**config.mk**
```make
export PLATFORM = sky130hd
export DESIGN_NAME = spi_sck_divider
export DESIGN_NICKNAME = d
export VERILOG_FILES = /design/src/rtl/sckdiv_pkg.sv /design/src/rtl/sckdiv_cfg_shadow.sv /design/src/rtl/sckdiv_phase_cnt.sv /design/src/rtl/sckdiv_edge_gen.sv /design/src/rtl/spi_sck_divider.sv
export SDC_FILE = /design/constraint.sdc
export NUM_CORES = 1
export LEC_CHECK = 0
export BUFFER_PORTS_ARGS = -buffer_cell sky130_fd_sc_hd__buf_2
export CAP_MARGIN = 20
export CORE_ASPECT_RATIO = 1.75
export CORE_UTILIZATION = 35
export CTS_BUF_LIST = sky130_fd_sc_hd__clkbuf_8
export CTS_CLUSTER_DIAMETER = 80
export CTS_CLUSTER_SIZE = 8
export DETAILED_ROUTE_END_ITERATION = 6
export PLACE_DENSITY = 0.61
export SYNTH_ARGS = -nofsm -noshare
export SYNTH_HDL_FRONTEND = slang
export SYNTH_SLANG_ARGS = --single-unit
```
**constraint.sdc**
```tcl
create_clock -name clk -period 4.8 [get_ports clk]
set_input_delay 0.96 -clock clk [delete_from_list [all_inputs] [get_ports clk]]
set_output_delay 0.96 -clock clk [all_outputs]
set_load 0.005 [all_outputs]
```
**src/rtl/sckdiv_pkg.sv**
```systemverilog
package sckdiv_pkg;
  localparam int REG_W   = 32;
  localparam int FW      = 6;
  localparam int LO_LSB  = 0;
  localparam int HI_LSB  = LO_LSB + FW;
  localparam int DIV_LSB = HI_LSB + FW;
  localparam int SRC_BIT = REG_W - 1;
  localparam int RSV_LSB = DIV_LSB + FW;
  localparam int RSV_MSB = SRC_BIT - 1;

  typedef logic [FW-1:0] fld_t;

  typedef struct packed {
    logic src;
    fld_t div;
    fld_t hi;
    fld_t lo;
  } clkcfg_t;

  localparam clkcfg_t CFG_RST = '{src: 1'b0, div: fld_t'(1), hi: fld_t'(0), lo: fld_t'(1)};

  // Split a configuration word into its fields.
  function automatic clkcfg_t cfg_unpack(input logic [REG_W-1:0] w);
    clkcfg_t c;
    c.src = w[SRC_BIT];
    c.div = w[DIV_LSB +: FW];
    c.hi  = w[HI_LSB +: FW];
    c.lo  = w[LO_LSB +: FW];
    return c;
  endfunction

  // Last counter value of a period: low count, else divider, else 1.
  function automatic fld_t wrap_of(input clkcfg_t c);
    if (c.lo != '0)       return c.lo;
    else if (c.div != '0) return c.div;
    else                  return fld_t'(1);
  endfunction

  // Last active counter value, kept below the wrap point.
  function automatic fld_t hi_of(input clkcfg_t c, input fld_t w);
    return (c.hi >= w) ? (w - fld_t'(1)) : c.hi;
  endfunction
endpackage

```
**src/rtl/sckdiv_cfg_shadow.sv**
```systemverilog
module sckdiv_cfg_shadow
  import sckdiv_pkg::*;
(
  input  logic    clk,
  input  logic    rst_n,
  input  logic    wr_en,
  input  clkcfg_t wr_cfg,
  input  logic    open_win,
  output clkcfg_t live
);
  clkcfg_t pend_q;
  logic    pend_vld_q;

  always_ff @(posedge clk) begin
    if (!rst_n) begin
      live       <= CFG_RST;
      pend_q     <= CFG_RST;
      pend_vld_q <= 1'b0;
    end else if (wr_en && open_win) begin
      live       <= wr_cfg;
      pend_vld_q <= 1'b0;
    end else if (wr_en) begin
      pend_q     <= wr_cfg;
      pend_vld_q <= 1'b1;
    end else if (open_win && pend_vld_q) begin
      live       <= pend_q;
      pend_vld_q <= 1'b0;
    end
  end
endmodule

```
**src/rtl/sckdiv_phase_cnt.sv**
```systemverilog
module sckdiv_phase_cnt
  import sckdiv_pkg::*;
(
  input  logic clk,
  input  logic rst_n,
  input  logic run,
  input  fld_t wrap,
  input  fld_t hi,
  output logic act_q,
  output logic at_wrap,
  output logic ph_next
);
  fld_t cnt_q, cnt_n;
  logic act_n;

  assign at_wrap = act_q && (cnt_q == wrap);

  always_comb begin
    if (!act_q || at_wrap) begin
      act_n = run;
      cnt_n = '0;
    end else begin
      act_n = 1'b1;
      cnt_n = cnt_q + fld_t'(1);
    end
    ph_next = act_n && (cnt_n <= hi);
  end

  always_ff @(posedge clk) begin
    if (!rst_n) begin
      act_q <= 1'b0;
      cnt_q <= '0;
    end else begin
      act_q <= act_n;
      cnt_q <= cnt_n;
    end
  end
endmodule

```
**src/rtl/sckdiv_edge_gen.sv**
```systemverilog
module sckdiv_edge_gen (
  input  logic clk,
  input  logic rst_n,
  input  logic act,
  input  logic ph_next,
  input  logic idle_high,
  output logic sck,
  output logic launch,
  output logic capture
);
  logic ph_q, pol_q, pol_n;

  // Idle level is only sampled while no transfer runs.
  assign pol_n = act ? pol_q : idle_high;

  always_ff @(posedge clk) begin
    if (!rst_n) begin
      ph_q    <= 1'b0;
      pol_q   <= 1'b0;
      sck     <= 1'b0;
      launch  <= 1'b0;
      capture <= 1'b0;
    end else begin
      ph_q    <= ph_next;
      pol_q   <= pol_n;
      sck     <= ph_next ^ pol_n;
      capture <= ph_next & ~ph_q;
      launch  <= ~ph_next & ph_q;
    end
  end
endmodule

```
**src/rtl/spi_sck_divider.sv**
```systemverilog
module spi_sck_divider
  import sckdiv_pkg::*;
(
  input  logic             clk,
  input  logic             rst_n,
  input  logic             cfg_wr,
  input  logic [REG_W-1:0] cfg_data,
  input  logic             run,
  input  logic             idle_high,
  output logic             sck,
  output logic             launch,
  output logic             capture,
  output logic             src_sel
);
  clkcfg_t live_cfg;
  fld_t    wrap_val, hi_val;
  logic    act_q, at_wrap, ph_next, cfg_open;
  logic    unused_rsvd;

  assign unused_rsvd = ^cfg_data[RSV_MSB:RSV_LSB];
  assign wrap_val    = wrap_of(live_cfg);
  assign hi_val      = hi_of(live_cfg, wrap_val);
  assign cfg_open    = !act_q || at_wrap;
  assign src_sel     = live_cfg.src;

  sckdiv_cfg_shadow u_shadow (
    .clk(clk), .rst_n(rst_n), .wr_en(cfg_wr), .wr_cfg(cfg_unpack(cfg_data)),
    .open_win(cfg_open), .live(live_cfg)
  );

  sckdiv_phase_cnt u_cnt (
    .clk(clk), .rst_n(rst_n), .run(run), .wrap(wrap_val), .hi(hi_val),
    .act_q(act_q), .at_wrap(at_wrap), .ph_next(ph_next)
  );

  sckdiv_edge_gen u_edge (
    .clk(clk), .rst_n(rst_n), .act(act_q), .ph_next(ph_next),
    .idle_high(idle_high), .sck(sck), .launch(launch), .capture(capture)
  );
endmodule

```
# Word-level counts from Yosys, hierarchy flattened
# Index checks and enable logic that the tools add are counted.
[totals] regBits=51 input_bits=37 out_inout_bits=4 elab_cells=53
[op_classes] n_addsub=2 n_lt_le_gt_ge=2 eq_ne=2 mux=11 bitwise_logic=7 n_reduce_logical=13
[ops] operator="19-bit two-way mux" n=3
[ops] operator="6-bit two-way mux" n=4
[ops] operator="6-bit nonzero test" n=2
[ops] operator="6-bit by 1-bit adder with 6-bit output (second input constant)" n=1
[ops] operator="6-bit equality test" n=1
[ops] operator="6-bit >= comparator" n=1
[ops] operator="6-bit <= comparator" n=1
[ops] operator="6-bit by 1-bit subtractor with 6-bit output (second input constant)" n=1
[ops] operator="1-bit logical AND" n=4
[ops] operator="1-bit two-way mux" n=4
[ops] operator="1-bit inverter" n=4
[ops] operator="2-bit AND reduction" n=2
[ops] operator="2-bit nonzero test" n=2
[ops] operator="1-bit AND" n=2
[ops] operator="2-bit by 1-bit != test with 1-bit output (second input constant)" n=1
[ops] operator="2-bit OR reduction" n=1
[ops] operator="1-bit zero test" n=1
[ops] operator="1-bit logical OR" n=1
[ops] operator="1-bit XOR" n=1

# Logic depth before layout (Yosys ltp)
[depth] word_depth=11 ltp_mapped=20 ltp_nobuf=20

# Modules after synthesis
# From an unflattened synthesis, not the netlist that was laid out.
[hier_totals] hier_cells=295 hier_area_um2=2728.9
[by_module_without_submodules] module="sckdiv_cfg_shadow" n_inst=1 cells_per_inst=157 area_each_um2=1570.3 seq_area_each_um2=780.7
[by_module_without_submodules] module="sckdiv_phase_cnt" n_inst=1 cells_per_inst=65 area_each_um2=540.5 seq_area_each_um2=140.1
[by_module_without_submodules] module="spi_sck_divider" n_inst=1 cells_per_inst=59 area_each_um2=466.7 seq_area_each_um2=0.0
[by_module_without_submodules] module="sckdiv_edge_gen" n_inst=1 cells_per_inst=14 area_each_um2=151.4 seq_area_each_um2=100.1

# Least setup slack after synthesis
# Ideal clock, no wire load.
[synth_timing] path_type="register to register" startpoint="reg u_shadow.live[1] (netlist name)" endpoint="reg u_edge.sck" setup_ns=0.121 t_arrival_ns=4.022 t_required_ns=4.679 setup_slack_ns=0.657 stages_incl_launch_ff=20 path_buffers=0 synth_period_minus_slack_ns=4.143 path_cell_list="dfxtp_1 nor3_2 a21oi_1 or2_2 inv_1 ha_1 nand2b_1 a21o_1 a21o_1 a21o_1 maj3_1 a21oi_2 mux2i_1 ha_1 a21o_1 a21oi_1 o21ai_0 o221ai_1 o21ai_1 mux2_2"
[synth_via] elab_chain_cells=9 elab_cells_between_ends=13 classes_between="add/sub: 1; order compare: 2; eq/ne: 1; mux: 4; bitwise: 1; reduce/logical: 4"
[synth_lines] item="from (decl)" line_no="sckdiv_cfg_shadow.sv:9" source="output clkcfg_t live"
[synth_lines] item="from (signal assigned)" line_no="sckdiv_cfg_shadow.sv:20" source="live <= wr_cfg;"
[synth_lines] item="from (signal assigned)" line_no="sckdiv_cfg_shadow.sv:26" source="live <= pend_q;"
[synth_lines] item="6-bit nonzero test" line_no="sckdiv_pkg.sv:34" source="if (c.lo != '0) return c.lo;"
[synth_lines] item="6-bit two-way mux (*)" line_no="sckdiv_pkg.sv:34"
[synth_lines] item="branches (longest 5 deep; another with 6-bit by 1-bit subtractor with 6-bit output)"
[synth_lines] item="1-bit logical AND (*)" line_no="sckdiv_phase_cnt.sv:26" source="ph_next = act_n && (cnt_n <= hi);"
[synth_lines] item="1-bit XOR (*)" line_no="sckdiv_edge_gen.sv:26" source="sck <= ph_next ^ pol_n;"
[synth_lines] item="to (signal assigned)" line_no="sckdiv_edge_gen.sv:26"
[synth_lines] item="to (decl)" line_no="sckdiv_edge_gen.sv:7" source="output logic sck,"
# Mark *: on every way between the ends.
# A chain may end at the register's enable or synchronous reset.

# Final worst setup path
[layout_timing] startpoint="reg u_shadow.live[0] (netlist name)" endpoint="reg u_edge.sck"
# The elaborated chain is that of the path after synthesis.

==> impl_metrics.ini <==
[place]
gp_congestion = 0.787
hpwl_um = 3790
place_ws_ns = 0.290
portBuffers = 27
placed_area_sq_um = 2820

[clocking]
cts_tree = done
cts.sinks = 51
cts_root_buffer = clkbuf_8
cts_max_level = 2
postCtsSetupBuffers = 0
clk_pin_slew_ns = 0.10
clk_latency_ns = 0.32
ctsResizeCount = 0
clockBufferDepth = 2
postCtsHoldBufs = 0
numCtsBuffers = 5

[sta]
finalSetupViolations = 0
setup-tns-final_ns = 0
fmax_ghz = 0.227
fin_hold_ws_ns = 0.453
fin_crit_sh_pct = 91.7
clock_skew_ns = 0.0107
rsz0062_at_grt = false
post-route-min-period_ns = 4.40
maxSlewHeadroom_pct = 45.4
tightest_slew_ns = 0.817
slew_violations = 0
finalWorstSetupSlack_ns = 0.400
hold_viol = 0

[synth]
synth_cell_types = 42
syn-cell-area_sq_um = 2620
syn_inst = 284
synth_edf_count = 0
synth_nets = 334
yosysSeqAreaShare_pct = 39.0
synth-async-reset-ratio_pct = 0
yosys_warnings = 0
synth.avg_cell_area_sq_um = 9.22
synth.ff_latch_count = 51
synth_flop_cell = dfxtp_1

[worst_setup_path]
start_kind = flip-flop
worstReg2RegStart = u_shadow.live[0]
end_kind = flip-flop
critPathMaxFanout = 6
setup.worst_path.class = flip-flop to flip-flop
r2r_setup_slack_ns = 0.40
rr_worst_depth = 19
r2r_end = u_edge.sck
worstPathArrival_ns = 4.61
cp.required_ns = 5.01

[floorplanning]
rows = 41
fp.coreArea_sq_um = 7230
fp.dieArea_sq_um = 7850
die_h_um = 116
start_util_pct = 36.2
pin_count = 41
die_w_um = 67.4

[layout]
final_common_cell = dfxtp_1
antenna_cells = 0
drive_gt1_share_pct = 16.6
layout_common_cells = dfxtp_1 (51), nand2_1 (42), mux2i_1 (28)
nets = 356
syn2layout_area_growth_pct = 12.3
finalCoreUtilization_pct = 40.7
design_area_sq_um = 2940

[power]
pwr_density_cell_nw_per_um2 = 349
leakagePower_nw = 1.38
vdd_drop_max_mv = 0.210

[routing]
first_iter_violations = 55
vias = 2080
drc_errors = 0
wire_per_inst_um = 12.9
wl_um = 5060
vias_per_cell = 5.29
firstDrtPassIters = 4
ant_nets = 0

[global_routing]
grt_max_degree = 39
grt_pass1_vias = 1947
grt.overflow.total = 0
antenna_found_initial = 0
grt_pass1_wl_um = 8680
grt_util_all_layers_pct = 14.8

[hold_path]
min_path_cells = 2
hold_class = flip-flop to flip-flop
holdPathEnd = u_shadow.pend_q[14]
hold_start = u_shadow.pend_q[14]

[outcome]
status = finished clean

[job]
maxCapViolations = 0
==> metal layers <==
metal  track usage [%]  vias up  wire, um
met4              8.51        0       175
met2              26.2       30      2710
met3              2.64       12       106
met1              15.9      978      2070
li1                  -     1060         -
met5                 0        -         0
==> report_power, final <==
group	leakage (nW)	internal [W]	switching (W)	total, W
Sequential	0.418	0.000458	0.0000250	0.000483
Clock	0.0581	0.000155	0.000146	0.000302
Combinational	0.907	0.000113	0.000127	0.000241
==> through the flow <==
step	power, W	instances
2_1_floorplan	0.000674	284
3_3_place_gp	0.000726	385
3_5_place_dp	0.000733	385
4_1_cts	0.00103	393
5_1_grt	0.00109	393
6_report	0.00103	393
==> cell type report <==
type                       instances  area, sq um
timing repair buffer              31          165
tap                               86          108
fill                             727         4290
sequential                        51         1020
multi-input combinational        212         1520
clock buffer                       5         68.8
clock inverter                     3         43.8
inverter                           5         18.8
==> synthesized netlist by cell type, types with 2 or more instances <==
cell type	count	area, sq um
a211oi_1	2	15.0
a21o_1	4	30.0
a21oi_1	2	10.0
a31oi_1	5	31.3
a31oi_2	3	37.5
and2_1	3	18.8
and3_1	5	31.3
buf_1	2	7.51
buf_2	2	10.0
buf_4	2	15.0
clkbuf_1	9	33.8
dfxtp_1	51	1020
ha_1	13	163
inv_1	5	18.8
mux2i_1	28	280
nand2_1	42	158
nand3_1	21	105
nor2_1	13	48.8
nor3_1	2	10.0
nor3_2	3	30.0
nor3b_1	2	15.0
o211a_1	17	170
o21a_1	2	15.0
o21ai_0	16	80.1
o21ai_1	3	15.0
xnor2_1	9	78.8
xor2_1	3	26.3
==> worst max-delay path by stage <==
stage / start / end / slack, ns / depth (start not counted)
floorplan: u_shadow.live[1] / u_edge.sck / 0.66 / 19
global placement: u_shadow.live[0] / u_edge.sck / 0.35 / 19
detailed placement: u_shadow.live[0] / u_edge.sck / 0.29 / 19
CTS: u_shadow.live[0] / u_edge.sck / 0.26 / 19
global route: u_shadow.live[0] / u_edge.sck / 0.02 / 19
finish: u_shadow.live[0] / u_edge.sck / 0.40 / 19
==> worst max-delay path, cell delays in order, from the launching register on <==
cell	delay, ns
dfxtp_1	0.38
nor3_2	0.35
a21oi_1	0.17
or2_2	0.33
inv_1	0.08
ha_1	0.22
nand2b_1	0.15
a21o_1	0.18
a21o_1	0.17
a21o_1	0.17
maj3_1	0.39
a21oi_4	0.29
mux2i_1	0.23
ha_1	0.26
a21o_1	0.16
a21oi_1	0.13
o21ai_0	0.09
o221ai_1	0.11
o21ai_1	0.14
mux2_2	0.28
==> cells by family (layout without fill, tap and decap cells) <==
group / Yosys count / after routing / share of synthesized area [%]
buffers and inverters: 21 / 44 / 3.68
AO/OA/AOI/OAI: 59 / 59 / 17.3
XOR/XNOR: 12 / 12 / 4.01
multiplexers: 29 / 29 / 11.1
AND/OR/NAND/NOR: 98 / 98 / 18.3
flip-flops: 51 / 51 / 39.0
adder cells (fa/ha/maj): 14 / 14 / 6.59
==> state kept, by name, indices dropped and copies added (netlist names) <==
register	count
u_edge.capture	1
u_edge.pol_q	1
u_shadow.pend_vld_q	1
u_edge.launch	1
u_edge.ph_q	1
u_cnt.cnt_q	6
u_shadow.pend_q	19
u_cnt.act_q	1
u_shadow.live	19
u_edge.sck	1
No activity file was read; power rests on OpenSTA's default activity.
